--- src/rtl/qdac_pkg.sv ---
package qdac_pkg;

  typedef enum logic [1:0] {
    ST_GAP   = 2'd0,
    ST_LOAD  = 2'd1,
    ST_SHIFT = 2'd2
  } qdac_state_e;

endpackage

--- src/rtl/qdac_seq.sv ---
module qdac_seq
  import qdac_pkg::*;
#(
  parameter int GAP_CYC = 4
) (
  input  logic        clk,
  input  logic        rst,
  input  logic        last_bit,
  output qdac_state_e state_o,
  output logic        cs_n_o,
  output logic        rdy_o
);

  localparam int GW = (GAP_CYC > 1) ? $clog2(GAP_CYC) : 1;
  localparam logic [GW-1:0] GLAST = GW'(GAP_CYC - 1);

  qdac_state_e state;
  logic [GW-1:0] gap_cnt;

  always_ff @(posedge clk) begin
    if (rst) begin
      state   <= ST_GAP;
      gap_cnt <= '0;
    end else begin
      case (state)
        ST_GAP: begin
          if (gap_cnt == GLAST) begin
            state   <= ST_LOAD;
            gap_cnt <= '0;
          end else begin
            gap_cnt <= gap_cnt + 1'b1;
          end
        end
        ST_LOAD: begin
          state <= ST_SHIFT;
        end
        ST_SHIFT: begin
          if (last_bit) begin
            state <= ST_GAP;
          end
        end
        default: begin
          state   <= ST_GAP;
          gap_cnt <= '0;
        end
      endcase
    end
  end

  assign state_o = state;
  assign cs_n_o  = (state != ST_SHIFT);
  assign rdy_o   = (state == ST_LOAD);

  AST_RDY_SINGLE: assert property (@(posedge clk) disable iff (rst)
    rdy_o |=> !rdy_o);
  AST_FRAME_FOLLOWS: assert property (@(posedge clk) disable iff (rst)
    rdy_o |=> !cs_n_o);
  AST_SHIFT_EXIT: assert property (@(posedge clk) disable iff (rst)
    (!cs_n_o && !last_bit) |=> !cs_n_o);

endmodule

--- src/rtl/qdac_sck_gen.sv ---
module qdac_sck_gen #(
  parameter int DIV = 4
) (
  input  logic clk,
  input  logic rst,
  input  logic shift_en,
  output logic sck_o,
  output logic bit_end_o
);

  localparam int DCW = (DIV > 2) ? $clog2(DIV) : 1;
  localparam logic [DCW-1:0] DLAST = DCW'(DIV - 1);
  localparam logic [DCW-1:0] DHALF = DCW'(DIV / 2);

  logic [DCW-1:0] div_cnt;

  always_ff @(posedge clk) begin
    if (rst) begin
      div_cnt <= '0;
    end else if (shift_en) begin
      if (div_cnt == DLAST) div_cnt <= '0;
      else                  div_cnt <= div_cnt + 1'b1;
    end else begin
      div_cnt <= '0;
    end
  end

  assign bit_end_o = shift_en && (div_cnt == DLAST);
  assign sck_o     = shift_en && (div_cnt >= DHALF);

  AST_SCK_FALL_AT_END: assert property (@(posedge clk) disable iff (rst)
    $fell(sck_o) |-> $past(bit_end_o));
  AST_SCK_RISE_LOW_FIRST: assert property (@(posedge clk) disable iff (rst)
    $rose(sck_o) |-> $past(shift_en));

endmodule

--- src/rtl/qdac_shreg.sv ---
module qdac_shreg #(
  parameter int W = 32
) (
  input  logic         clk,
  input  logic         rst,
  input  logic         load,
  input  logic         shift_en,
  input  logic         bit_end,
  input  logic [W-1:0] word_i,
  output logic         mosi_o,
  output logic         last_o
);

  localparam int BW = $clog2(W);
  localparam logic [BW-1:0] BLAST = BW'(W - 1);

  logic [W-1:0]  shadow;
  logic [BW-1:0] bit_cnt;

  always_ff @(posedge clk) begin
    if (rst) begin
      shadow  <= '0;
      bit_cnt <= '0;
    end else if (load) begin
      shadow  <= word_i;
      bit_cnt <= '0;
    end else if (bit_end) begin
      shadow <= {shadow[W-2:0], 1'b0};
      if (bit_cnt == BLAST) bit_cnt <= '0;
      else                  bit_cnt <= bit_cnt + 1'b1;
    end
  end

  assign mosi_o = shift_en && shadow[W-1];
  assign last_o = bit_end && (bit_cnt == BLAST);

  AST_LOAD_FRESH: assert property (@(posedge clk) disable iff (rst)
    load |-> (bit_cnt == '0));
  AST_NO_LOAD_IN_FRAME: assert property (@(posedge clk) disable iff (rst)
    shift_en |-> !load);

endmodule

--- src/rtl/qdac_frame_ctrl.sv ---
module qdac_frame_ctrl
  import qdac_pkg::*;
#(
  parameter int FRAME_BITS = 32,
  parameter int SCK_DIV    = 4,
  parameter int GAP_SCK    = 1
) (
  input  logic                  clk,
  input  logic                  rst,
  input  logic [FRAME_BITS-1:0] cmd_word,
  output logic                  word_taken,
  output logic                  ser_do,
  output logic                  ser_clk,
  output logic                  ser_cs_n
);

  localparam int GAP_CYC   = GAP_SCK * SCK_DIV;
  localparam int FRAME_CYC = FRAME_BITS * SCK_DIV;
  localparam int LCW       = $clog2(FRAME_CYC + 1) + 1;

  qdac_state_e state;
  logic        shift_en;
  logic        bit_end;
  logic        last_bit;
  logic        cs_n_w;
  logic        rdy_w;
  logic        sck_w;
  logic        mosi_w;

  qdac_seq #(.GAP_CYC(GAP_CYC)) u_seq (
    .clk      (clk),
    .rst      (rst),
    .last_bit (last_bit),
    .state_o  (state),
    .cs_n_o   (cs_n_w),
    .rdy_o    (rdy_w)
  );

  assign shift_en = (state == ST_SHIFT);

  qdac_sck_gen #(.DIV(SCK_DIV)) u_sck (
    .clk       (clk),
    .rst       (rst),
    .shift_en  (shift_en),
    .sck_o     (sck_w),
    .bit_end_o (bit_end)
  );

  qdac_shreg #(.W(FRAME_BITS)) u_shr (
    .clk      (clk),
    .rst      (rst),
    .load     (rdy_w),
    .shift_en (shift_en),
    .bit_end  (bit_end),
    .word_i   (cmd_word),
    .mosi_o   (mosi_w),
    .last_o   (last_bit)
  );

  assign word_taken = rdy_w;
  assign ser_do     = mosi_w;
  assign ser_clk    = sck_w;
  assign ser_cs_n   = cs_n_w;

  logic [LCW-1:0] low_cnt;
  always_ff @(posedge clk) begin
    if (rst)           low_cnt <= '0;
    else if (!ser_cs_n) low_cnt <= low_cnt + 1'b1;
    else               low_cnt <= '0;
  end

  AST_CS_LENGTH: assert property (@(posedge clk) disable iff (rst)
    (ser_cs_n && !$past(ser_cs_n)) |-> ($past(low_cnt) == LCW'(FRAME_CYC - 1)));
  AST_SCK_IDLE: assert property (@(posedge clk) disable iff (rst)
    ser_cs_n |-> !ser_clk);
  AST_DO_IDLE: assert property (@(posedge clk) disable iff (rst)
    ser_cs_n |-> !ser_do);
  AST_DO_HOLD: assert property (@(posedge clk) disable iff (rst)
    (ser_clk && $past(ser_clk)) |-> $stable(ser_do));

endmodule

--- config.mk ---
export PLATFORM = sky130hd
export DESIGN_NAME = qdac_frame_ctrl
export DESIGN_NICKNAME = d
export VERILOG_FILES = /design/src/rtl/qdac_pkg.sv /design/src/rtl/qdac_seq.sv /design/src/rtl/qdac_sck_gen.sv /design/src/rtl/qdac_shreg.sv /design/src/rtl/qdac_frame_ctrl.sv
export SDC_FILE = /design/constraint.sdc
export NUM_CORES = 1
export LEC_CHECK = 0
export ABC_AREA = 1
export BUFFER_PORTS_ARGS = -buffer_cell sky130_fd_sc_hd__buf_2
export CAP_MARGIN = 20
export CORE_ASPECT_RATIO = 1.25
export CORE_MARGIN = 2
export CORE_UTILIZATION = 55
export CTS_CLUSTER_DIAMETER = 50
export DETAILED_ROUTE_END_ITERATION = 16
export GPL_ROUTABILITY_DRIVEN = 1
export PLACE_DENSITY = 0.75
export SKIP_CTS_REPAIR_TIMING = 1
export SYNTH_ARGS = -nofsm -noshare
export SYNTH_HDL_FRONTEND = slang
export SYNTH_SLANG_ARGS = --single-unit
--- constraint.sdc ---
create_clock -name clk -period 2 [get_ports clk]
set_clock_uncertainty 0.2 [all_clocks]
set_input_delay 0 -clock clk [delete_from_list [all_inputs] [get_ports clk]]
set_output_delay 0 -clock clk [all_outputs]
set_load 0.01 [all_outputs]
==> flow_metrics.env <==
export IMPL_start_util=0.569
export IMPL_cts_tree="built"
export IMPL_row_count=25
export IMPL_cp_slowest_cell="dfxtp_1"
export IMPL_end_kind="flip-flop"
export IMPL_clockBufferDepth=2
export IMPL_powerDensity_nw_per_um2=869
export IMPL_grt_util_all_layers=0.200
export IMPL_synth_cell_types=17
export IMPL_dr_pass1_iters=4
export IMPL_multiInputGateArea_um2=1000
export IMPL_syn_area_per_cell_um2=6.60
export IMPL_synth_nets=363
export IMPL_slew_headroom=0.784
export IMPL_max_cap_violations=0
export IMPL_port_buffers=37
export IMPL_place_ws_ns=0.290
export IMPL_cp_required_ns=2.02
export IMPL_drive_gt1_frac=0.139
export IMPL_crit_chain="inv_1 -> ha_1 -> nand2_2 -> nand2_4 -> inv_2 -> buf_12 -> nand2_1 -> a21oi_1"
export IMPL_crit_family="buffers and inverters"
export IMPL_final_seq_area_um2=861
export IMPL_ys_warn_count=0
export IMPL_grt_first_pass_wirelength_um=6850
export IMPL_dieArea_um2=4360
export IMPL_num_vias=2075
export IMPL_yosysSeqAreaShare=0.407
export IMPL_mostFrequentLayoutCell="nand2_1"
export IMPL_syn_area_um2=2120
export IMPL_ys_seq_elements=43
export IMPL_setup_slack_ns=0.276
export IMPL_syn_inst=321
export IMPL_outcome="complete, no violations"
export IMPL_detail_route_antenna_nets=0
export IMPL_period_minus_slack_ns=1.72
export IMPL_worstPathArrival_ns=1.74
export IMPL_fmax_mhz=580
export IMPL_path_max_fanout=21
export IMPL_leakagePower_nw=1.11
export IMPL_clk_latency_ns=0.29
export IMPL_cpPeakStageDelay_ns=0.36
export IMPL_hold_slack_ns=0.254
export IMPL_setup_tns_ns=0
export IMPL_drc_errors=0
export IMPL_wl_per_cell_um=10.7
export IMPL_cts_inserted_buffers=5
export IMPL_hold_viol=0
export IMPL_grt_max_degree=36
export IMPL_slew_violations=0
export IMPL_area_delta_synth_final_pct=29.1
export IMPL_diodes=0
export IMPL_ios=38
export IMPL_place_hpwl_um=2750
export IMPL_cts_root_buf="clkbuf_8"
export IMPL_dieHeight_um=73.4
export IMPL_rsz0062_at_grt="no"
export IMPL_path_class="flip-flop to flip-flop"
export IMPL_grt_pass1_vias=1697
export IMPL_grt_overflow=0
export IMPL_path_clk_slew_ns=0.08
export IMPL_critPathBufInv=3
export IMPL_antenna_found_initial=0
export IMPL_drtIter0Drc=77
export IMPL_gp_congestion=0.850
export IMPL_wirelength_um=4570
export IMPL_final_cell_mix="118 x nand2_1, 43 x dfxtp_1, 39 x inv_1"
export IMPL_core_area_um2=3720
export IMPL_fin_nets=429
export IMPL_tightestPinTransition_ns=0.323
export IMPL_die_x_um=59.5
export IMPL_fillCellCount=323
export IMPL_setup_viol=0
export IMPL_clock_sinks=43
export IMPL_cp_start_kind="flip-flop"
export IMPL_hold_path_class="flip-flop to flip-flop"
export IMPL_routed_via_density=4.85
export IMPL_ir_drop_mv=0.541
export IMPL_fin_crit_sh=0.862
export IMPL_finalPower_mw=2.37
export IMPL_cts_htree_levels=2
-- per-layer routing --
layer	global-route usage	up-vias	part of all wire
met1	0.233	924	0.45
met3	0.0475	7	0.026
li1	-	1118	-
met2	0.358	26	0.51
met4	0.0568	0	0.012
met5	0	-	0
-- power by group --
part           switching, mW  internal, mW  total, mW
logic                  0.515         0.305      0.820
clock network          0.276         0.315      0.591
registers             0.0404         0.922      0.962
-- cells in the mapped netlist --
library cell	instances	area share
a21oi_1	37	0.087
buf_2	4	0.0095
buf_4	4	0.014
buf_6	3	0.016
clkbuf_1	5	0.0089
dfxtp_1	43	0.41
ha_1	8	0.047
inv_1	39	0.069
inv_2	2	0.0035
nand2_1	118	0.21
nand2_2	1	0.0030
nand2_4	1	0.0053
nand3_1	4	0.0095
nor2_1	21	0.037
nor3_1	2	0.0047
o21ai_0	25	0.059
o21ai_1	4	0.0095
-- sequential cells by signal, indices dropped and copies added, names as in the netlist --
name           flops
u_sck.div_cnt      2
u_seq.state_o      2
u_shr.shadow      32
u_seq.gap_cnt      2
u_shr.bit_cnt      5
-- stage by stage --
stage	cell area, um2	util	cells
after floorplan	2120	-	321
after global placement	2300	0.618	387
after detailed placement	2300	0.618	387
after CTS	2400	0.645	395
after global routing	2730	0.734	428
final	2730	0.734	428
-- cells by family after synthesis --
kind of cell               Yosys count  synth area share
AOI/OAI and AO/OA                   66             0.156
adders and majority gates            8            0.0473
buffers and inverters               57             0.121
DFF                                 43             0.407
and+or+nand+nor                    147             0.269
-- cell type report --
class,count,share of cell area
clock buffer,8,0.0366
multi-input combinational,221,0.367
timing repair buffer,75,0.207
sequential,43,0.315
inverter,41,0.0563
tap,40,0.0183
-- final timing paths --
| path | from | to | slack, ns | cells past startpoint |
|---|---|---|---|---|
| min reg2reg | u_sck.div_cnt[0] | u_sck.div_cnt[0] | 0.25 | 1 |
| min | u_sck.div_cnt[0] | u_sck.div_cnt[0] | 0.25 | 1 |
| max | u_seq.state_o[0] | u_shr.shadow[19] | 0.28 | 8 |
| max reg2reg | u_seq.state_o[0] | u_shr.shadow[19] | 0.28 | 8 |
No activity file was read; power rests on OpenSTA's default activity.
